**config.mk**
```make
export PLATFORM = sky130hd
export DESIGN_NAME = wbx_byte_unit
export DESIGN_NICKNAME = d
export VERILOG_FILES = /design/src/rtl/wbx_pkg.sv /design/src/rtl/wbx_addr_gen.sv /design/src/rtl/wbx_extract.sv /design/src/rtl/wbx_insert.sv /design/src/rtl/wbx_sel_reg.sv /design/src/rtl/wbx_byte_unit.sv
export SDC_FILE = /design/constraint.sdc
export NUM_CORES = 1
export LEC_CHECK = 0
export BUFFER_PORTS_ARGS = -buffer_cell sky130_fd_sc_hd__buf_2
export CORE_AREA = 2 2 117 119
export CTS_BUF_LIST = sky130_fd_sc_hd__clkbuf_8
export CTS_CLUSTER_DIAMETER = 60
export CTS_CLUSTER_SIZE = 30
export DETAILED_ROUTE_END_ITERATION = 12
export DIE_AREA = 0 0 119 121
export SLEW_MARGIN = 10
export SYNTH_ARGS = -nofsm -noshare
export SYNTH_HDL_FRONTEND = slang
export SYNTH_HIERARCHICAL = 1
export SYNTH_SLANG_ARGS = --single-unit
```
**constraint.sdc**
```tcl
create_clock -name clk -period 4.6 [get_ports clk]
set_input_delay 1.38 -clock clk [delete_from_list [all_inputs] [get_ports clk]]
set_output_delay 1.38 -clock clk [all_outputs]
set_load 0.005 [all_outputs]
```
**src/rtl/wbx_pkg.sv**
```systemverilog
package wbx_pkg;

    localparam int WORD_W  = 32;
    localparam int BYTE_W  = 8;
    localparam int LANES   = WORD_W / BYTE_W;
    localparam int LANE_W  = $clog2(LANES);
    localparam int WLOG    = $clog2(WORD_W);
    localparam int OFF_W   = WLOG;
    localparam int CODE_W  = 3;

    typedef enum logic [CODE_W-1:0] {
        EW_BIT1  = 3'd0,
        EW_BIT2  = 3'd1,
        EW_BIT4  = 3'd2,
        EW_BYTE  = 3'd3,
        EW_HALF  = 3'd4,
        EW_WORD  = 3'd5
    } elem_width_e;

    typedef logic [LANE_W-1:0] lane_t;

    typedef struct packed {
        logic [WORD_W-1:0] word_addr;
        logic [OFF_W-1:0]  bit_off;
    } elem_loc_t;

    // Codes above the widest element fold onto whole-word elements.
    function automatic elem_width_e clamp_width(input logic [CODE_W-1:0] code);
        if (code > CODE_W'(EW_WORD))
            return EW_WORD;
        return elem_width_e'(code);
    endfunction

endpackage

```
**src/rtl/wbx_addr_gen.sv**
```systemverilog
module wbx_addr_gen
    import wbx_pkg::*;
#(
    parameter int PTR_W = WORD_W
) (
    input  logic [PTR_W-1:0]  ptr,
    input  logic [CODE_W-1:0] code,
    output elem_loc_t         loc
);
    localparam int SH_W = $clog2(WLOG + 1);

    elem_width_e       ew;
    logic [SH_W-1:0]   idx_bits;
    logic [PTR_W-1:0]  idx_mask;
    logic [PTR_W-1:0]  idx;
    logic [OFF_W-1:0]  idx_low;

    always_comb begin
        ew       = clamp_width(code);
        idx_bits = SH_W'(WLOG) - SH_W'(ew);
        idx_mask = ~({PTR_W{1'b1}} << idx_bits);
        idx      = ptr & idx_mask;
        idx_low  = idx[OFF_W-1:0];
        loc.word_addr = WORD_W'(ptr >> idx_bits);
        loc.bit_off   = idx_low << ew;
    end

endmodule

```
**src/rtl/wbx_extract.sv**
```systemverilog
module wbx_extract
    import wbx_pkg::*;
(
    input  logic [WORD_W-1:0] word,
    input  lane_t             lane,
    output logic [WORD_W-1:0] result
);
    logic [BYTE_W-1:0] lane_bytes [LANES];

    for (genvar l = 0; l < LANES; l++) begin : g_lane
        assign lane_bytes[l] = word[l*BYTE_W +: BYTE_W];
    end

    assign result = WORD_W'(lane_bytes[lane]);

endmodule

```
**src/rtl/wbx_insert.sv**
```systemverilog
module wbx_insert
    import wbx_pkg::*;
(
    input  logic [WORD_W-1:0] dst,
    input  logic [BYTE_W-1:0] new_byte,
    input  lane_t             lane,
    output logic [WORD_W-1:0] result
);
    for (genvar l = 0; l < LANES; l++) begin : g_lane
        assign result[l*BYTE_W +: BYTE_W] =
            (lane == LANE_W'(l)) ? new_byte : dst[l*BYTE_W +: BYTE_W];
    end

endmodule

```
**src/rtl/wbx_sel_reg.sv**
```systemverilog
module wbx_sel_reg
    import wbx_pkg::*;
(
    input  logic              clk,
    input  logic              rst,
    input  logic              we,
    input  logic [WORD_W-1:0] wdata,
    output lane_t             q
);
    always_ff @(posedge clk) begin
        if (rst)
            q <= '0;
        else if (we)
            q <= wdata[LANE_W-1:0];
    end

endmodule

```
**src/rtl/wbx_byte_unit.sv**
```systemverilog
module wbx_byte_unit
    import wbx_pkg::*;
(
    input  logic              clk,
    input  logic              rst,
    input  logic [WORD_W-1:0] ptr_i,
    input  logic [CODE_W-1:0] elem_log2_i,
    output logic [WORD_W-1:0] word_addr_o,
    output logic [OFF_W-1:0]  bit_off_o,
    input  logic [WORD_W-1:0] ext_word_i,
    input  logic [WORD_W-1:0] ext_bptr_i,
    output logic [WORD_W-1:0] ext_result_o,
    input  logic              sel_we_i,
    input  logic [WORD_W-1:0] sel_wdata_i,
    input  logic [WORD_W-1:0] ins_dst_i,
    input  logic [WORD_W-1:0] ins_src_i,
    output logic [WORD_W-1:0] ins_result_o
);
    elem_loc_t loc;
    lane_t     sel_q;

    wbx_addr_gen #(.PTR_W(WORD_W)) u_addr (
        .ptr  (ptr_i),
        .code (elem_log2_i),
        .loc  (loc)
    );

    assign word_addr_o = loc.word_addr;
    assign bit_off_o   = loc.bit_off;

    wbx_extract u_ext (
        .word   (ext_word_i),
        .lane   (ext_bptr_i[LANE_W-1:0]),
        .result (ext_result_o)
    );

    wbx_sel_reg u_sel (
        .clk   (clk),
        .rst   (rst),
        .we    (sel_we_i),
        .wdata (sel_wdata_i),
        .q     (sel_q)
    );

    wbx_insert u_ins (
        .dst      (ins_dst_i),
        .new_byte (ins_src_i[BYTE_W-1:0]),
        .lane     (sel_q),
        .result   (ins_result_o)
    );

endmodule

```
==> Word-level counts from Yosys, hierarchy flattened <==
Index checks and enable logic that the tools add are counted.
{ "classes": {"n_shift": 3, "magnitude_cmp": 2, "n_addsub": 1, "n_mux": 10, "n_reduce_logical": 1, "bitwise": 3, "div_mod_pow": 0, "eq_ne": 3, "n_mul": 0} }
{ "op_table": {"columns": ["op", "count"], "rows": [
  ["two-way mux 8 bit", 6],
  ["<< shifter 32 x 3 -> 5 bit (first input constant)", 1],
  [">> shifter 32 x 3 -> 32 bit", 1],
  ["binary-select mux 8 bit (select 2 bit)", 1],
  ["two-way mux 3 bit", 2],
  ["AND 5 bit", 1],
  ["inverter 5 bit", 1],
  ["<< shifter 5 x 3 -> 5 bit", 1],
  ["== test 2 bit (second input constant)", 2],
  ["greater-or-equal comparator 3 bit (second input constant)", 1],
  ["greater-than comparator 3 bit (second input constant)", 1],
  ["inverter 2 -> 3 bit", 1],
  ["subtractor 3 bit (first input constant)", 1],
  ["== test 2 x 1 -> 1 bit (second input constant)", 1],
  ["zero test 2 bit", 1],
  ["two-way mux 1 bit", 1]
]} }
{ "totals": {"in_bits": 198, "ff_bits": 2, "latchBits": 0, "memories": 0, "out_inout_bits": 101, "ramBits": 0, "mem_bits_ro": 0, "word_cells": 24} }

==> Depth between registers and ports, before layout <==
Gate-level depths: netlist of the first run.
{ "depth": {"depth_word": 8, "depth_mapped": 9, "depth_no_buf": 7} }

==> Modules after synthesis <==
The synthesis of the first run kept the hierarchy.
{ "modules_own_cells": {"columns": ["module", "seq_area_each_um2", "cells_per_inst", "area_per_inst_um2", "n_inst"], "rows": [
  ["wbx_addr_gen", 0.0, 269, 1945.6, 1],
  ["wbx_insert", 0.0, 38, 407.9, 1],
  ["wbx_extract", 0.0, 35, 380.4, 1],
  ["wbx_sel_reg", 40.0, 6, 67.6, 1]
]} }

==> Worst setup path before layout of the first run <==
Ideal clock, no wire load.
{ "synth_path": {"path_kind": "input to output", "from": "input elem_log2_i[2]", "to": "output bit_off_o[2]", "t_required_ns": 3.220, "path_stages": 9, "n_path_buf": 4, "path_slack_ns": 0.220, "t_arrival_ns": 3.000, "cell_sequence": "buf_6 -> and2b_4 -> inv_1 -> ha_1 -> buf_2 -> buf_2 -> buf_2 -> nand3_1 -> a31oi_1"} }
{ "synth_between": {"elab_chain_cells": 8} }
{ "synth_lines": {"columns": ["element", "line_no", "rtl"], "rows": [
  ["start: declaration", "wbx_byte_unit.sv:7", "input logic [CODE_W-1:0] elem_log2_i,"],
  ["greater-than comparator 3 bit", "wbx_pkg.sv:29", "if (code > CODE_W'(EW_WORD))"],
  ["two-way mux 1 bit", "wbx_pkg.sv:29", null],
  ["two-way mux 3 bit *", "wbx_pkg.sv:31", "return elem_width_e'(code);"],
  ["subtractor 3 bit", "wbx_addr_gen.sv:20", "idx_bits = SH_W'(WLOG) - SH_W'(ew);"],
  ["<< shifter 32 x 3 -> 5 bit", "wbx_addr_gen.sv:21", "idx_mask = ~({PTR_W{1'b1}} << idx_bits);"],
  ["inverter 5 bit", "wbx_addr_gen.sv:21", null],
  ["AND 5 bit", "wbx_addr_gen.sv:22", "idx = ptr & idx_mask;"],
  ["<< shifter 5 x 3 -> 5 bit *", "wbx_addr_gen.sv:25", "loc.bit_off = idx_low << ew;"],
  ["end: declaration", "wbx_byte_unit.sv:9", "output logic [OFF_W-1:0] bit_off_o,"]
]} }
Every way passes the cells marked *; elsewhere a longest branch is shown, timed or not.

==> Worst setup path in the final report of the first run <==
{ "layout_path": {"from": "input elem_log2_i[2]", "to": "output word_addr_o[6]"} }
{ "layout_between": {"elab_chain_cells": 5} }
{ "layout_lines": {"columns": ["element", "line_no", "rtl"], "rows": [
  ["greater-than comparator 3 bit", "wbx_pkg.sv:29", null],
  ["two-way mux 1 bit", "wbx_pkg.sv:29", null],
  ["two-way mux 3 bit *", "wbx_pkg.sv:31", null],
  ["subtractor 3 bit *", "wbx_addr_gen.sv:20", null],
  [">> shifter 32 x 3 -> 32 bit *", "wbx_addr_gen.sv:24", "loc.word_addr = WORD_W'(ptr >> idx_bits);"],
  ["end: declaration", "wbx_byte_unit.sv:8", "output logic [WORD_W-1:0] word_addr_o,"]
]} }
Marks and branches as above.

==> flow_summary.yaml, run 1 <==
status:
  run_status: "completed"
global_routing:
  grt_pass1_vias: 3166
  antenna_found_initial: 0
  grt_max_degree: 55
  grt_pass1_wl_microns: 17500
  grt-ovfl-total: 0
  grtUsageTotal_pct: 14.8
power_and_ir_drop:
  switching_share_pct: 43.7
  p_per_area_nw_per_um2: 136
  power_frac_seq_pct: 3.8
  combPwrFrac_pct: 83.6
  p_total_mw: 0.534
  ir_worst_vdd_v: 0.0000598
  p_int_mw: 0.301
  clkPwrFrac_pct: 12.6
  power_leakage_nw: 1.88
  power_switching_mw: 0.234
floorplanning:
  die_h_microns: 121
  dieArea_sq_um: 14400
  initial_core_util_pct: 21.4
  core_sq_um: 13100
  rows: 42
  fp.dieW_microns: 119
  ios: 299
sta:
  setup_viol: 0
  slew_violations: 0
  layout_min_cycle_time_ns: 4.47
  hold_violations: 0
  finalCritPeriodShare_pct: 97.2
  finClkSkew_ns: 0
  timing.fmax_mhz: 224
  rsz0062_at_grt: "no"
  tns_ns: 0
critical_path:
  critPathLaunchType: "primary input"
  cp.arrival_ns: 3.09
  critPathRequiredTime_ns: 3.22
  cp_max_fo: 7
  r2r_start: "u_sel/q[0]"
  worst_setup_path_end_kind: "output pin"
  crit_start: "elem_log2_i[2]"
  worstSetupPathType: "in2out"
drt:
  wl_microns: 11600
  antenna_left: 0
  vias: 3393
  wl_per_cell_microns: 16.4
  routed_via_density: 4.81
  drt_iter0_drc: 264
  drc_errors: 0
  drt_pre_antenna_iters: 5
cts:
  cts.sinks: 2
  cts_tree: "done"
  cts-htree-levels: 1
  clk_pin_slew_ns: 0.03
  post_cts_buffers: 0
  numCtsBuffers: 3
  clock_latency_ns: 0.20
  clock_path_buffers: 2
  cts.repair.resized: 0
  cts_hold_buf: 0
  root_buffer: "clkbuf_8"
layout:
  n_antenna_cell: 0
  drive_above_1_share_pct: 54.3
  nNetsFinal: 730
  area_growth_pct: 40.1
  top_register: "u_sel/q"
  top_regs: "u_sel/q x2"
  largest_reg_flops: 2
placement:
  dp_hpwl_microns: 9510
  globalplace.congestion: 0.804
  io_buffer_count: 190
worst_hold_path:
  min_from: "u_sel/q[1]"
  hp-class: "reg2reg"
logic_synthesis:
  synth_seq_area_share_pct: 1.43
  netlist_area_sq_um: 2800
  synth_top_flop_cell: "dfxtp_1"
  postSynthAreaPerCell_sq_um: 8.05
  synth_edf_count: 0
  synth_top_area_share_pct: 14.9
  synth_top_area_cell: "mux2_2"
  synthTopCellsByArea: "mux2_2 15%, mux4_2 12%, mux2i_1 8.9%"
  async_reset_ff_share_pct: 0
  yosys_warnings: 6
  syn_inst: 348
  synth_cell_types: 61
  ys_seq_elements: 2
job:
  cap_violations: 0
-- per-layer routing --
metal,share of wire (%),vias to the layer above,GRT usage [%],wire length (microns)
li1,-,1629,-,-
met1,49,1646,22.8,5650
met2,47,115,23.3,5490
met3,3.4,3,0.987,393
met4,0.36,0,0.967,42
met5,0,-,0,0
-- layout by cell type (no fill, tap or decap), types with 6 or more instances in the layout --
cell,netlist,final
a211oi_1,6,6
a21oi_1,18,18
a31oi_1,7,7
buf_2,14,190
buf_4,26,23
conb_1,1,24
inv_1,6,6
mux2_2,37,37
mux2i_1,25,25
mux4_2,15,15
nand2_1,21,21
nand2b_1,14,14
nand3b_1,9,9
nor2_1,16,16
nor2b_1,6,6
o211ai_1,7,7
o21a_1,11,11
o21ai_0,18,18
-- Yosys cell counts, types with 3 or more instances --
| master | instances |
|---|---|
| mux2i_1 | 25 |
| o21ai_0 | 18 |
| nand3_1 | 4 |
| clkbuf_1 | 8 |
| a311oi_1 | 4 |
| nand2b_1 | 14 |
| a21oi_1 | 18 |
| mux2_1 | 3 |
| nor2b_1 | 6 |
| nor3_1 | 4 |
| buf_2 | 14 |
| a311oi_2 | 4 |
| and2_1 | 4 |
| inv_1 | 6 |
| nand3b_1 | 9 |
| mux4_2 | 15 |
| o21a_1 | 11 |
| buf_6 | 9 |
| a211oi_1 | 6 |
| buf_4 | 26 |
| a31oi_1 | 7 |
| nand2_1 | 21 |
| o211ai_1 | 7 |
| nor2_1 | 16 |
| o21ai_1 | 3 |
| mux2_2 | 37 |
-- critical path: stages --
cell and delay [ns]:
buf_2 0.12, and2b_4 0.25, inv_1 0.07, ha_4 0.31, buf_4 0.17, mux4_2 0.50
nor2_1 0.10, a31oi_1 0.05, buf_2 0.15
-- cells by family (layout without fill, tap and decap cells) --
family | after synthesis | count (layout) | share of synthesized area, %
compound gates | 103 | 103 | 26.5
simple gates | 89 | 89 | 17.0
mux | 82 | 82 | 38.1
buf+inv | 70 | 228 | 16.3
flops | 2 | 2 | 1.43
fa+ha+maj | 1 | 1 | 0.447
other cells | 1 | 24 | 0.134
-- through the flow --
step	cells	hold slack, ns	cell area, sq um	worst slack (ns)	utilization, %
6_report	705	0.584	3930	0.130	30.0
5_1_grt	705	0.648	3930	0.0160	30.0
4_1_cts	705	0.584	3910	0.0616	29.9
3_5_place_dp	702	0.577	3870	0.0691	29.6
3_3_place_gp	702	0.570	3870	0.0774	29.6
2_1_floorplan	371	0.538	2890	0.220	-
-- power groups by stage --
| stage | sequential [mW] | clock, mW | combinational [mW] |
|---|---|---|---|
| floorplan | 0.0200 | 0 | 0.266 |
| global placement | 0.0203 | 0 | 0.442 |
| detailed placement | 0.0202 | 0 | 0.443 |
| CTS | 0.0201 | 0.0686 | 0.445 |
| global route | 0.0204 | 0.0705 | 0.489 |
| finish | 0.0201 | 0.0675 | 0.447 |
-- final timing paths --
check | cells past startpoint | slack (ns) | end
worst max-delay path | 9 | 0.13 | word_addr_o[6]
worst min-delay path | 2 | 0.58 | u_sel/q[1]
worst max register to register | 2 | 3.93 | u_sel/q[0]
worst min register to register | 2 | 0.58 | u_sel/q[1]
-- area by class of cell --
class	count	area [sq um]
clock buffer	3	41.3
timing repair buffer	216	1180
sequential	2	40.0
fill	1448	9160
tap	176	220
multi-input combinational	299	2400
inverter	9	37.5
(Power assumes the default switching activity.)
==> inputs of run 2 (changes only) <==
--- a/config.mk
+++ b/config.mk
@@ -5,13 +5,14 @@
 export SDC_FILE = /design/constraint.sdc
 export NUM_CORES = 1
 export LEC_CHECK = 0
+export ABC_AREA = 1
 export BUFFER_PORTS_ARGS = -buffer_cell sky130_fd_sc_hd__buf_2
-export CORE_AREA = 2 2 117 119
+export CORE_AREA = 2 2 116 118
 export CTS_BUF_LIST = sky130_fd_sc_hd__clkbuf_8
 export CTS_CLUSTER_DIAMETER = 60
 export CTS_CLUSTER_SIZE = 30
 export DETAILED_ROUTE_END_ITERATION = 12
-export DIE_AREA = 0 0 119 121
+export DIE_AREA = 0 0 118 120
 export SLEW_MARGIN = 10
 export SYNTH_ARGS = -nofsm -noshare
 export SYNTH_HDL_FRONTEND = slang
==> run 2 against run 1 <==
Net effect:
- register-to-register slack got worse by 0.16 ns
- global-route usage is 1.9 points lower
- synthesized cell count increased by 50%
- first-iteration DRC count down 33%
- power decreased by 7.6%
- area after synthesis is 7.7% lower
- clock power about the same
==> flow_summary.yaml, run 2 <==
global_routing:
  grt_pass1_wl_microns: 15200
  grtUsageTotal_pct: 12.9
  grt_pass1_vias: 3185
  grt-ovfl-total: 0
  grt_max_degree: 46
  antenna_found_initial: 0
worst_hold_path:
  hp-class: "reg2reg"
  min_from: "u_sel/q[1]"
status:
  run_status: "completed"
layout:
  area_growth_pct: 38.1
  n_antenna_cell: 0
  top_register: "u_sel/q"
  final.fill_count: 1548
  largest_reg_flops: 2
  fin_cells: 866
  drive_above_1_share_pct: 31.2
  top_regs: "u_sel/q x2"
  final_common_cell: "nand2_1"
  nNetsFinal: 891
  final_cell_mix: "192 x nand2_1, 190 x buf_2, 99 x nand3_1"
power_and_ir_drop:
  p_int_mw: 0.245
  ir_worst_vdd_v: 0.0000718
  clkPwrFrac_pct: 13.7
  power_leakage_nw: 2.27
  p_per_area_nw_per_um2: 138
  combPwrFrac_pct: 82.1
  p_total_mw: 0.494
  power_frac_seq_pct: 4.2
  power_switching_mw: 0.249
  switching_share_pct: 50.3
cts:
  clk_pin_slew_ns: 0.03
  cts-htree-levels: 1
  cts.sinks: 2
  cts.repair.resized: 0
  cts_tree: "done"
  root_buffer: "clkbuf_8"
  post_cts_buffers: 0
  numCtsBuffers: 3
  clock_path_buffers: 2
  cts_hold_buf: 0
  clock_latency_ns: 0.21
floorplanning:
  rows: 42
  ios: 299
  initial_core_util_pct: 19.9
  core_sq_um: 13000
  dieArea_sq_um: 14200
  fp.dieW_microns: 118
  die_h_microns: 120
sta:
  finalCritPeriodShare_pct: 90.4
  slew_violations: 0
  timing.fmax_mhz: 240
  hold_violations: 0
  rsz0062_at_grt: "no"
  layout_min_cycle_time_ns: 4.16
  whs_ns: 0.670
  setup_viol: 0
  tns_ns: 0
  finClkSkew_ns: 0
logic_synthesis:
  synth_top_area_cell: "nand2_1"
  syn_inst: 521
  synth_seq_area_share_pct: 1.55
  synth_cell_types: 24
  ys_seq_elements: 2
  synth_top_flop_cell: "dfxtp_1"
  netlist_area_sq_um: 2590
  netlist_top_cells_count: "192 x nand2_1, 99 x nand3_1, 72 x inv_1, 53 x o211ai_1, 28 x buf_4"
  postSynthAreaPerCell_sq_um: 4.96
  async_reset_ff_share_pct: 0
  yosys_warnings: 6
  synth_top_area_share_pct: 27.9
  synthTopCellsByArea: "nand2_1 28%, nand3_1 19%, o211ai_1 15%"
  synth_edf_count: 0
  yosysMostFrequentCell: "nand2_1"
critical_path:
  worst_setup_path_end_kind: "output pin"
  critPathMaxStageDelay_ns: 0.33
  critPathRequiredTime_ns: 3.22
  worstSetupPathType: "in2out"
  critPathBufInv: 6
  cp_max_fo: 34
  crit_top_cell: "buf_2"
  crit_path_top_delay_cell: "buf_4"
  critPathLaunchType: "primary input"
  r2r_start: "u_sel/q[0]"
  cpLargestDelayFamily: "buffers and inverters"
  path_cells: "buf_2, inv_1, nand2_2, buf_4, inv_2, buf_12, o211ai_1, nand3_1, nand2_1, buf_2"
  cp.arrival_ns: 2.78
  crit_start: "elem_log2_i[2]"
drt:
  wl_microns: 9720
  drt_iter0_drc: 177
  routed_via_density: 4.34
  wl_per_cell_microns: 11.2
  drt_pre_antenna_iters: 4
  antenna_left: 0
  drc_errors: 0
  vias: 3762
placement:
  io_buffer_count: 190
  dp_hpwl_microns: 7990
  dp.cells: 863
  globalplace.congestion: 0.854
job:
  cap_violations: 0
run 2: logic make-up (layout without fill, tap and decap cells):
family / Yosys count / in the layout / share of synthesized area [%]
other: 1 / 24 / 0.145
buffers and inverters: 133 / 279 / 26.9
DFF: 2 / 2 / 1.55
and+or+nand+nor: 312 / 312 / 51.5
AOI/OAI and AO/OA: 72 / 72 / 19.4
adders and majority gates: 1 / 1 / 0.484
run 2: cell type report:
class,count,area [sq um],area share (%)
Clock buffer,3,41.3,1.16
Inverter,77,292,8.16
Multi-Input combinational cell,409,1940,54.2
Sequential cell,2,40.0,1.12
Tap cell,176,220,6.16
Timing Repair Buffer,199,1040,29.2
run 2: final timing paths:
path	end	slack [ns]	cells past startpoint
worst max-delay path	word_addr_o[24]	0.44	10
worst min register to register	u_sel/q[1]	0.67	2
worst max register to register	u_sel/q[0]	3.77	3
worst min-delay path	u_sel/q[1]	0.67	2
run 2: per-stage QoR:
step	area [sq um]	util (%)	worst slack (ns)
floorplan	2670	-	0.456
global placement	3530	27.2	0.441
detailed placement	3530	27.2	0.437
CTS	3570	27.5	0.431
global route	3570	27.5	0.217
finish	3570	27.5	0.440
run 2: worst reg2reg max path, stage by stage (launching register included):
cell and delay (ns):
dfxtp_1 0.29, buf_4 0.30, nor2_1 0.07, nor2_1 0.10
run 2: per-layer routing:
| layer | GRT usage [%] | wire length (microns) | vias to the layer above | part of all wire (%) |
|---|---|---|---|---|
| met4 | 5.57 | 278 | 0 | 2.9 |
| met1 | 14.9 | 3980 | 1610 | 41 |
| met2 | 23.2 | 4710 | 158 | 48 |
| met3 | 2.38 | 750 | 14 | 7.7 |
| li1 | - | - | 1980 | - |
| met5 | 0 | 0 | - | 0 |
run 2: power groups by stage:
stage,registers [mW],clock network (mW),logic [mW]
after global placement,0.0208,0,0.406
after floorplan,0.0196,0,0.254
after detailed placement,0.0208,0,0.406
after global routing,0.0210,0.0700,0.459
after CTS,0.0206,0.0697,0.408
final,0.0207,0.0675,0.406
